[src/rtl/line_stats_pkg.sv]
// Shared definitions for the line statistics unit.
// Assumes: nothing beyond IEEE 1800-2017.
package line_stats_pkg;

    // Post-line sequencing: which quotient the divider is producing.
    typedef enum logic [1:0] {
        PH_IDLE   = 2'd0,
        PH_MEAN   = 2'd1,
        PH_SPREAD = 2'd2,
        PH_STEP   = 2'd3
    } phase_t;

    // Absolute difference of two unsigned values of the same width.
    function automatic logic [31:0] absdiff32(input logic [31:0] a, input logic [31:0] b);
        return (a > b) ? (a - b) : (b - a);
    endfunction

endpackage

[src/rtl/line_stats_acc.sv]
// Streaming accumulator: tracks max, min, sum, count and the worst
// neighbour step of the current line.
// Assumes: a start-marked accepted sample opens a line; o_line_end pulses
// one cycle after an end-marked sample is accepted.
module line_stats_acc #(
    parameter int PIX_W = 12,
    parameter int CNT_W = 14,
    parameter int SUM_W = 26
) (
    input  logic             clk,
    input  logic             rst_n,
    input  logic             i_valid,
    input  logic             i_sol,
    input  logic             i_eol,
    input  logic [PIX_W-1:0] i_pix,
    output logic [PIX_W-1:0] o_max,
    output logic [PIX_W-1:0] o_min,
    output logic [PIX_W-1:0] o_step,
    output logic [SUM_W-1:0] o_sum,
    output logic [CNT_W-1:0] o_cnt,
    output logic             o_line_end
);
    import line_stats_pkg::*;

    logic [PIX_W-1:0] prev_q;
    logic [PIX_W-1:0] diff;

    // Magnitude of the step from the previous sample to this one.
    always_comb begin
        diff = PIX_W'(absdiff32(32'(i_pix), 32'(prev_q)));
    end

    // Update running statistics on every accepted sample.
    always_ff @(posedge clk) begin
        if (!rst_n) begin
            o_max      <= '0;
            o_min      <= '0;
            o_step     <= '0;
            o_sum      <= '0;
            o_cnt      <= '0;
            prev_q     <= '0;
            o_line_end <= 1'b0;
        end else begin
            o_line_end <= i_valid & i_eol;
            if (i_valid) begin
                prev_q <= i_pix;
                if (i_sol) begin
                    o_max  <= i_pix;
                    o_min  <= i_pix;
                    o_step <= '0;
                    o_sum  <= SUM_W'(i_pix);
                    o_cnt  <= CNT_W'(1);
                end else begin
                    if (i_pix > o_max) o_max <= i_pix;
                    if (i_pix < o_min) o_min <= i_pix;
                    if (diff > o_step) o_step <= diff;
                    o_sum <= o_sum + SUM_W'(i_pix);
                    o_cnt <= o_cnt + CNT_W'(1);
                end
            end
        end
    end

endmodule

[src/rtl/line_stats_div.sv]
// Restoring divider producing one quotient bit per cycle.
// Assumes: i_start loads operands; o_fin pulses one cycle after the
// DW'th iteration edge. A zero divisor yields an all-ones quotient.
module line_stats_div #(
    parameter int DW = 32,
    parameter int VW = 14
) (
    input  logic          clk,
    input  logic          rst_n,
    input  logic          i_start,
    input  logic [DW-1:0] i_dividend,
    input  logic [VW-1:0] i_divisor,
    output logic [DW-1:0] o_quot,
    output logic          o_fin
);
    localparam int CW = $clog2(DW + 1);

    logic [VW-1:0] rem_q;
    logic [VW-1:0] dvs_q;
    logic [CW-1:0] cnt_q;
    logic [VW:0]   shifted;
    logic          ge;
    logic [VW:0]   trial;

    // Trial subtraction for the current quotient bit.
    always_comb begin
        shifted = {rem_q, o_quot[DW-1]};
        ge      = (shifted >= {1'b0, dvs_q});
        trial   = shifted - {1'b0, dvs_q};
    end

    // Load operands on start, then iterate DW times.
    always_ff @(posedge clk) begin
        if (!rst_n) begin
            rem_q  <= '0;
            dvs_q  <= '0;
            cnt_q  <= '0;
            o_quot <= '0;
            o_fin  <= 1'b0;
        end else begin
            o_fin <= 1'b0;
            if (i_start) begin
                rem_q  <= '0;
                dvs_q  <= i_divisor;
                o_quot <= i_dividend;
                cnt_q  <= CW'(DW);
            end else if (cnt_q != '0) begin
                rem_q  <= ge ? trial[VW-1:0] : shifted[VW-1:0];
                o_quot <= {o_quot[DW-2:0], ge};
                cnt_q  <= cnt_q - CW'(1);
                if (cnt_q == CW'(1)) o_fin <= 1'b1;
            end
        end
    end

endmodule

[src/rtl/line_stats.sv]
// Line uniformity statistics: streams one line, then runs three
// divisions (mean, spread ratio, step ratio) and publishes all results
// at once with a done pulse 3*DIV_W+4 edges after the end marker.
// Assumes: the next end marker arrives no earlier than that done pulse.
module line_stats #(
    parameter int PIX_W   = 12,
    parameter int MAX_PIX = 10700,
    parameter int DIV_W   = 32,
    parameter int FRAC    = 8
) (
    input  logic             clk,
    input  logic             rst_n,
    input  logic             i_valid,
    input  logic             i_sol,
    input  logic             i_eol,
    input  logic [PIX_W-1:0] i_pix,
    output logic             o_done,
    output logic [PIX_W-1:0] o_max,
    output logic [PIX_W-1:0] o_min,
    output logic [PIX_W-1:0] o_mean,
    output logic [PIX_W-1:0] o_step,
    output logic [PIX_W-1:0] o_dark,
    output logic [DIV_W-1:0] o_spread_pct,
    output logic [DIV_W-1:0] o_step_pct
);
    import line_stats_pkg::*;

    localparam int CNT_W    = $clog2(MAX_PIX + 1);
    localparam int SUM_W    = PIX_W + CNT_W;
    localparam int VW       = (CNT_W > PIX_W) ? CNT_W : PIX_W;
    localparam int SPREAD_K = 50 << FRAC;
    localparam int STEP_K   = 100 << FRAC;

    logic [PIX_W-1:0] acc_max, acc_min, acc_step;
    logic [SUM_W-1:0] acc_sum;
    logic [CNT_W-1:0] acc_cnt;
    logic             acc_end;

    logic             div_start, div_fin;
    logic [DIV_W-1:0] div_num, div_quot;
    logic [VW-1:0]    div_den;

    phase_t           phase_q;
    logic [PIX_W-1:0] snap_max, snap_min, snap_step, mean_q;
    logic [DIV_W-1:0] spread_q;
    logic [PIX_W-1:0] dark_c;

    line_stats_acc #(.PIX_W(PIX_W), .CNT_W(CNT_W), .SUM_W(SUM_W)) u_acc (
        .clk(clk), .rst_n(rst_n), .i_valid(i_valid), .i_sol(i_sol),
        .i_eol(i_eol), .i_pix(i_pix), .o_max(acc_max), .o_min(acc_min),
        .o_step(acc_step), .o_sum(acc_sum), .o_cnt(acc_cnt),
        .o_line_end(acc_end)
    );

    line_stats_div #(.DW(DIV_W), .VW(VW)) u_div (
        .clk(clk), .rst_n(rst_n), .i_start(div_start),
        .i_dividend(div_num), .i_divisor(div_den),
        .o_quot(div_quot), .o_fin(div_fin)
    );

    // Choose divider operands and start condition for each phase.
    always_comb begin
        div_start = 1'b0;
        div_num   = '0;
        div_den   = '0;
        case (phase_q)
            PH_IDLE: begin
                div_start = acc_end;
                div_num   = DIV_W'(acc_sum);
                div_den   = VW'(acc_cnt);
            end
            PH_MEAN: begin
                div_start = div_fin;
                div_num   = DIV_W'(snap_max - snap_min) * DIV_W'(SPREAD_K);
                div_den   = VW'(div_quot[PIX_W-1:0]);
            end
            PH_SPREAD: begin
                div_start = div_fin;
                div_num   = DIV_W'(snap_step) * DIV_W'(STEP_K);
                div_den   = VW'(mean_q);
            end
            default: ;
        endcase
    end

    // Largest deviation of the extremes from the mean.
    always_comb begin
        dark_c = ((snap_max - mean_q) > (mean_q - snap_min)) ?
                 (snap_max - mean_q) : (mean_q - snap_min);
    end

    // Sequence the three divisions and publish results atomically.
    always_ff @(posedge clk) begin
        if (!rst_n) begin
            phase_q      <= PH_IDLE;
            snap_max     <= '0;
            snap_min     <= '0;
            snap_step    <= '0;
            mean_q       <= '0;
            spread_q     <= '0;
            o_done       <= 1'b0;
            o_max        <= '0;
            o_min        <= '0;
            o_mean       <= '0;
            o_step       <= '0;
            o_dark       <= '0;
            o_spread_pct <= '0;
            o_step_pct   <= '0;
        end else begin
            o_done <= 1'b0;
            case (phase_q)
                PH_IDLE: if (acc_end) begin
                    snap_max  <= acc_max;
                    snap_min  <= acc_min;
                    snap_step <= acc_step;
                    phase_q   <= PH_MEAN;
                end
                PH_MEAN: if (div_fin) begin
                    mean_q  <= div_quot[PIX_W-1:0];
                    phase_q <= PH_SPREAD;
                end
                PH_SPREAD: if (div_fin) begin
                    spread_q <= div_quot;
                    phase_q  <= PH_STEP;
                end
                default: if (div_fin) begin
                    o_done       <= 1'b1;
                    o_max        <= snap_max;
                    o_min        <= snap_min;
                    o_mean       <= mean_q;
                    o_step       <= snap_step;
                    o_dark       <= dark_c;
                    o_spread_pct <= spread_q;
                    o_step_pct   <= div_quot;
                    phase_q      <= PH_IDLE;
                end
            endcase
        end
    end

endmodule

[config.mk]
export PLATFORM = sky130hd
export DESIGN_NAME = line_stats
export DESIGN_NICKNAME = d
export VERILOG_FILES = /design/src/rtl/line_stats_pkg.sv /design/src/rtl/line_stats_acc.sv /design/src/rtl/line_stats_div.sv /design/src/rtl/line_stats.sv
export SDC_FILE = /design/constraint.sdc
export NUM_CORES = 1
export LEC_CHECK = 0
export ABC_AREA = 1
export BUFFER_PORTS_ARGS = -buffer_cell sky130_fd_sc_hd__buf_2
export CAP_MARGIN = 20
export CORE_ASPECT_RATIO = 1.75
export CORE_MARGIN = 2
export CORE_UTILIZATION = 31
export DETAILED_ROUTE_END_ITERATION = 10
export SKIP_LAST_GASP = 1
export SYNTH_ARGS = -nofsm -noshare
export SYNTH_HDL_FRONTEND = slang
export SYNTH_SLANG_ARGS = --single-unit
[constraint.sdc]
create_clock -name clk -period 7.8 [get_ports clk]
set_clock_uncertainty 0.1 [all_clocks]
set_input_delay 1.56 -clock clk [delete_from_list [all_inputs] [get_ports clk]]
set_output_delay 1.56 -clock clk [all_outputs]
set_load 0.03 [all_outputs]
==> results of run 1 <==
==> tightest hold or removal path, cell delays in order (launching register included) <==
cell and delay [ns]:
dfxtp_1 0.31, nand2_1 0.06, a21oi_1 0.05
==> area by class of cell <==
class	count	area share, %
Multi-Input combinational cell	2129	51.0
Sequential cell	363	29.8
Timing Repair Buffer	157	3.41
Inverter	399	6.14
Tap cell	910	4.66
Antenna cell	1	0.0102
Clock buffer	51	4.30
Clock inverter	17	0.723
==> worst max-delay path by stage <==
stage / cells past startpoint / end / slack [ns]
after floorplan: 25 / u_acc.o_step[1] / 3.34
after global placement: 21 / u_acc.o_step[7] / 2.13
after detailed placement: 21 / u_acc.o_step[5] / 2.06
after CTS: 27 / u_div.o_quot[28] / 2.57
after global routing: 27 / u_div.o_quot[28] / 2.13
final: 27 / u_div.o_quot[28] / 2.62
==> cell families after synthesis <==
logic type,synth area share [%]
buffers and inverters,9.43
XOR/XNOR,2.82
AO/OA/AOI/OAI,20.0
flip-flops,33.4
AND/OR/NAND/NOR,19.5
adder cells (fa/ha/maj),14.9
==> metal layers <==
metal / wire length, um / vias to the layer above / track usage, % / share of wire (%)
li1: - / 10126 / - / -
met1: 28400 / 9269 / 22.1 / 39
met2: 37100 / 530 / 36.4 / 51
met3: 3540 / 146 / 2.93 / 4.9
met4: 3540 / 0 / 9.48 / 4.9
met5: 0 / - / 0 / 0
==> sequential cells by signal, summed over array words and instances, names as in the netlist, 14 cells and up <==
name          count
u_div.dvs_q      14
spread_q         32
o_spread_pct     32
u_div.rem_q      14
o_step_pct       32
u_acc.o_cnt      14
u_acc.o_sum      26
u_div.o_quot     32
==> metrics by stage <==
stage | std cells | utilization (%) | setup WS [ns]
2_1_floorplan | 3014 | - | 3.34
3_3_place_gp | 3957 | 33.4 | 2.13
3_5_place_dp | 3957 | 33.4 | 2.06
4_1_cts | 4025 | 35.1 | 2.57
5_1_grt | 4026 | 35.1 | 2.13
6_report | 4027 | 35.1 | 2.62
==> power by group <==
group          total (mW)  internal, mW  switching [mW]  leakage (nW)
combinational        3.26          1.13            2.12          7.65
sequential           2.17          1.99           0.179          2.95
clock                1.84          1.00           0.841         0.593
==> layout by cell type (no fill, tap or decap), types with 16 or more instances in the layout <==
cell type  synthesis  final
ha_1             217    217
dfxtp_1          363    363
xor2_1            52     52
buf_2             24    140
nand2_2           23     23
o21ai_0          326    326
a21oi_1          329    329
nand2_1          441    440
inv_2             17     17
nor2_1           337    336
inv_1            378    377
nor3_1            32     32
clkbuf_16          0     38
xnor2_1           18     18
nand4_1           23     23
fa_1              26     26
a31oi_1           26     26
a211oi_1          20     20
nand3_1          131    131
buf_4              6     16
==> impl_metrics.csv, run 1 <==
group,metric,value,unit
cts,cts_htree_levels,2,
setup_path,crit_path_max_incr_delay,0.51,ns
run_status,status,"completed",
setup_path,timing.rr.start,"snap_max[1]",
drt,vias,20071,
drt,dr.pass1.iters,5,
yosys,yosysTopAreaCellShare,33.4,%
sta,setup_viol,0,
yosys,synth-async-reset-ratio,0,%
cts,clk_pin_slew,0.06,ns
placement,placed_area,0.0232,mm2
global_route,grt_pass1_vias,19263,
floorplan,io_pins,142,
worst_hold_path,whs_path_depth,2,
global_route,grt_pass1_wl,111000,um
floorplan,die-area,0.0724,mm2
setup_path,cp.arrival,5.60,ns
final_layout,layout-drive-gt1-share,9.44,%
cts,cts_tree,"done",
floorplan,die_h,354,um
yosys,synth.avg_cell_area,7.22,um2
final_layout,fin_area,0.0244,mm2
setup_path,regToRegSetupSlack,2.62,ns
yosys,yosys.area.top_type,"dfxtp_1",
cts,root_buffer,"clkbuf_16",
global_route,grt_max_degree,97,
setup_path,path_buf_inv,5,
drt,drcViolationCount,0,
yosys,netlist_top_cells_count,"nand2_1 (441), inv_1 (378), dfxtp_1 (363)",
drt,vias_per_cell,4.98,
power_and_ir_drop,ir_drop,0.231,mV
yosys,synth.net_count,3274,
worst_hold_path,min_to,"o_dark[6]",
setup_path,critPathSlowestCell,"dfxtp_1",
global_route,overflow,0,
floorplan,rows,128,
yosys,ys_seq_area_share,33.4,%
drt,antenna_left,0,
power_and_ir_drop,leakagePower,11.2,nW
sta,timing.final.crit_share,66.5,%
final_layout,syn2layout_area_growth,12.2,%
cts,cts-buffers-inserted,38,
cts,clkLatencyLatePin,0.59,ns
sta,maxSlewViolCount,0,
job,drv_cap,0,
yosys,syn_inst,3014,
yosys,ys_ff_latch,363,
setup_path,r2r_cells,27,
worst_hold_path,hp-class,"flop to flop",
sta,layout_min_cycle_time,5.18,ns
yosys,synth.top_cells.by_area,"dfxtp_1 (33%), ha_1 (12%), nand2_1 (7.6%), a21oi_1 (7.6%), o21ai_0 (7.5%)",
floorplan,start_util,31.3,%
setup_path,cp_data_required_time,8.22,ns
cts,cts_setup_buffers,0,
sta,fin_setup_tns,0,ns
floorplan,core_area,0.0695,mm2
yosys,synth_edf_count,0,
placement,place.gp.congestion,0.903,
placement,hpwlAfterDp,56700,um
power_and_ir_drop,power-per-cell-area,298,mW/mm2
placement,place.port_buffers,141,
setup_path,startpoint_type,"flop",
sta,rsz0062_at_grt,"false",
yosys,synth.distinct_cells,56,
setup_path,cp_max_fo,6,
final_layout,nets,3348,
cts,cts_sinks,363,
setup_path,regToRegEndpoint,"u_div.o_quot[28]",
drt,avgRoutedWirePerCell,18.0,um
sta,relSlewSlack,33.2,%
floorplan,die_w,204,um
setup_path,critical_path_class,"flop to flop",
power_and_ir_drop,power,7.27,mW
sta,tightest_slew,1.00,ns
final_layout,seqCellArea,0.00727,mm2
drt,drtIter0Drc,1265,
drt,wl,72600,um
setup_path,crit_start,"snap_max[1]",
setup_path,critPathCaptureType,"flop",
worst_hold_path,worstHoldStart,"o_dark[6]",
sta,fin_hold_ws,0.362,ns
sta,max_freq,193,MHz
final_layout,fill_cells,7597,
setup_path,cp_common_cell,"nand2_1",
yosys,synth_area,0.0218,mm2
setup_path,path_delay_family,"adder cells",
yosys,ys_warn_count,0,
global_route,grt_antenna_before_repair,0,
cts,cts_resized,0,
yosys,synth_most_common_cell,"nand2_1",
cts,cts_buffer_depth,3,
yosys,synthFlopType,"dfxtp_1",
global_route,grt_usage,19.8,%
final_layout,multi_input_area,0.0125,mm2
sta,hold_viol,0,
cts,cts_hold_buf,0,
(Power assumes the default switching activity.)
==> inputs of run 2 (changes only) <==
Clock period 7.8 ns to 5.4 ns, I/O delays scaled along.
==> impl_metrics.csv, run 2 (synthesized netlist as in run 1, its figures left out) <==
group,metric,value,unit
setup_path,r2r_cells,25,
setup_path,critical_path_class,"flop to flop",
floorplan,die-area,0.0724,mm2
cts,cts-buffers-inserted,38,
final_layout,instances_no_fill,4041,
placement,pre_cts_ws,0.357,ns
global_route,grt_max_degree,167,
placement,hpwlAfterDp,56800,um
drt,wl,73400,um
power_and_ir_drop,leakagePower,11.3,nW
setup_path,startpoint_type,"flop",
final_layout,fill_cells,7568,
sta,setup_viol,0,
setup_path,regToRegSetupSlack,0.36,ns
floorplan,die_h,354,um
global_route,grt_pass1_wl,112000,um
cts,cts_sinks,363,
sta,fin_setup_tns,0,ns
final_layout,n_antenna_cell,0,
sta,timing.final.crit_share,93.3,%
cts,cts_resized,0,
final_layout,nets,3364,
global_route,grt_antenna_before_repair,1,
sta,rsz0062_at_grt,"false",
power_and_ir_drop,power-per-cell-area,430,mW/mm2
cts,clkLatencyLatePin,0.60,ns
run_status,status,"completed",
floorplan,die_w,204,um
cts,cts_tree,"done",
setup_path,cp.arrival,5.47,ns
placement,place.gp.congestion,0.935,
drt,drcViolationCount,0,
setup_path,critPathCaptureType,"flop",
sta,setup_slack,0.362,ns
final_layout,layout-drive-gt1-share,9.93,%
setup_path,cp_max_fo,5,
drt,dr.pass1.iters,5,
setup_path,crit_start,"snap_min[2]",
drt,drtIter0Drc,1117,
power_and_ir_drop,ir_drop,0.288,mV
job,drv_cap,0,
sta,relSlewSlack,40.0,%
setup_path,cp_data_required_time,5.83,ns
final_layout,post-route-util,35.4,%
sta,tightest_slew,0.899,ns
cts,cts_setup_buffers,0,
cts,cts_hold_buf,0,
global_route,overflow,0,
floorplan,core_area,0.0695,mm2
cts,cts_buffer_depth,3,
drt,antenna_left,0,
sta,max_freq,199,MHz
drt,vias,20293,
placement,placed_area,0.0233,mm2
floorplan,io_pins,142,
power_and_ir_drop,power,10.6,mW
global_route,grt_usage,20.1,%
worst_hold_path,hp-class,"flop to flop",
sta,layout_min_cycle_time,5.04,ns
floorplan,rows,128,
cts,cts_htree_levels,2,
drt,vias_per_cell,5.02,
final_layout,final_common_cell,"nand2_1",
sta,maxSlewViolCount,0,
placement,place.port_buffers,141,
sta,fin_hold_ws,0.363,ns
setup_path,timing.rr.start,"snap_min[2]",
cts,root_buffer,"clkbuf_16",
drt,avgRoutedWirePerCell,18.2,um
final_layout,layout_common_cells,"nand2_1 (440), inv_1 (377), dfxtp_1 (363), nor2_1 (336), a21oi_1 (329)",
final_layout,syn2layout_area_growth,13.0,%
final_layout,fin_area,0.0246,mm2
cts,clk_pin_slew,0.06,ns
setup_path,regToRegEndpoint,"u_div.o_quot[27]",
global_route,grt_pass1_vias,19644,
sta,hold_viol,0,
placement,dp.cells,3974,
floorplan,start_util,31.3,%
setup_path,crit_end,"u_div.o_quot[27]",
-- run 2: changes by cell type in the layout (fill, tap and decap cells not counted) --
cell,delta
buf_4,+14
clkinv_2,+3
buf_12,+2
bufinv_16,+2
clkbuf_1,-2
clkinvlp_4,-2
inv_6,-2
clkbuf_8,-1
clkinv_4,+1
diode_2,-1
-- run 2: metal layers --
layer,vias up,GRT usage (%),share of wire (%)
li1,10142,-,-
met1,9467,22.0,39
met2,498,36.4,50
met3,184,2.51,4.0
met4,2,12.3,6.6
met5,-,0,0.018
-- run 2: final cells by class --
type,count,area [um2],area share [%]
multi-input cells,2129,12500,50.6
flip-flops and latches,363,7270,29.6
inverters,399,1500,6.10
well taps,910,1140,4.63
clock buffers,48,1030,4.18
repair buffers,173,977,3.97
clock inverters,19,228,0.926
-- run 2: worst max-delay path, cell delays in order (launching register included) --
cell       delay [ns]
dfxtp_1          0.30
inv_1            0.08
ha_1             0.35
a21o_1           0.17
a31oi_1          0.25
inv_1            0.12
nand3_1          0.09
o2111ai_1        0.17
xnor2_1          0.33
inv_1            0.22
ha_1             0.26
fa_1             0.48
inv_1            0.05
fa_1             0.51
inv_1            0.04
ha_1             0.33
a21oi_1          0.19
a21boi_0         0.21
nand3_1          0.13
nand3_1          0.12
nand2_1          0.06
nand2_1          0.08
nand3_1          0.13
nand2_1          0.09
nor2_1           0.04
nor2_1           0.07
-- run 2: how the worst min path moves through the flow --
stage / depth (start not counted) / end / start
4_1_cts: 2 / o_dark[4] / o_dark[4]
5_1_grt: 2 / o_dark[10] / o_dark[10]
6_report: 2 / o_dark[7] / o_dark[7]
2_1_floorplan: 2 / u_div.dvs_q[10] / u_div.dvs_q[10]
3_3_place_gp: 2 / o_dark[7] / o_dark[7]
3_5_place_dp: 2 / o_dark[1] / o_dark[1]
-- run 2: where the power goes --
group	internal, mW	total (mW)	leakage (nW)	switching [mW]
Clock	1.52	2.72	0.618	1.20
Sequential	2.88	3.13	2.95	0.254
Combinational	1.65	4.72	7.73	3.07
Total	6.05	10.6	11.3	4.52
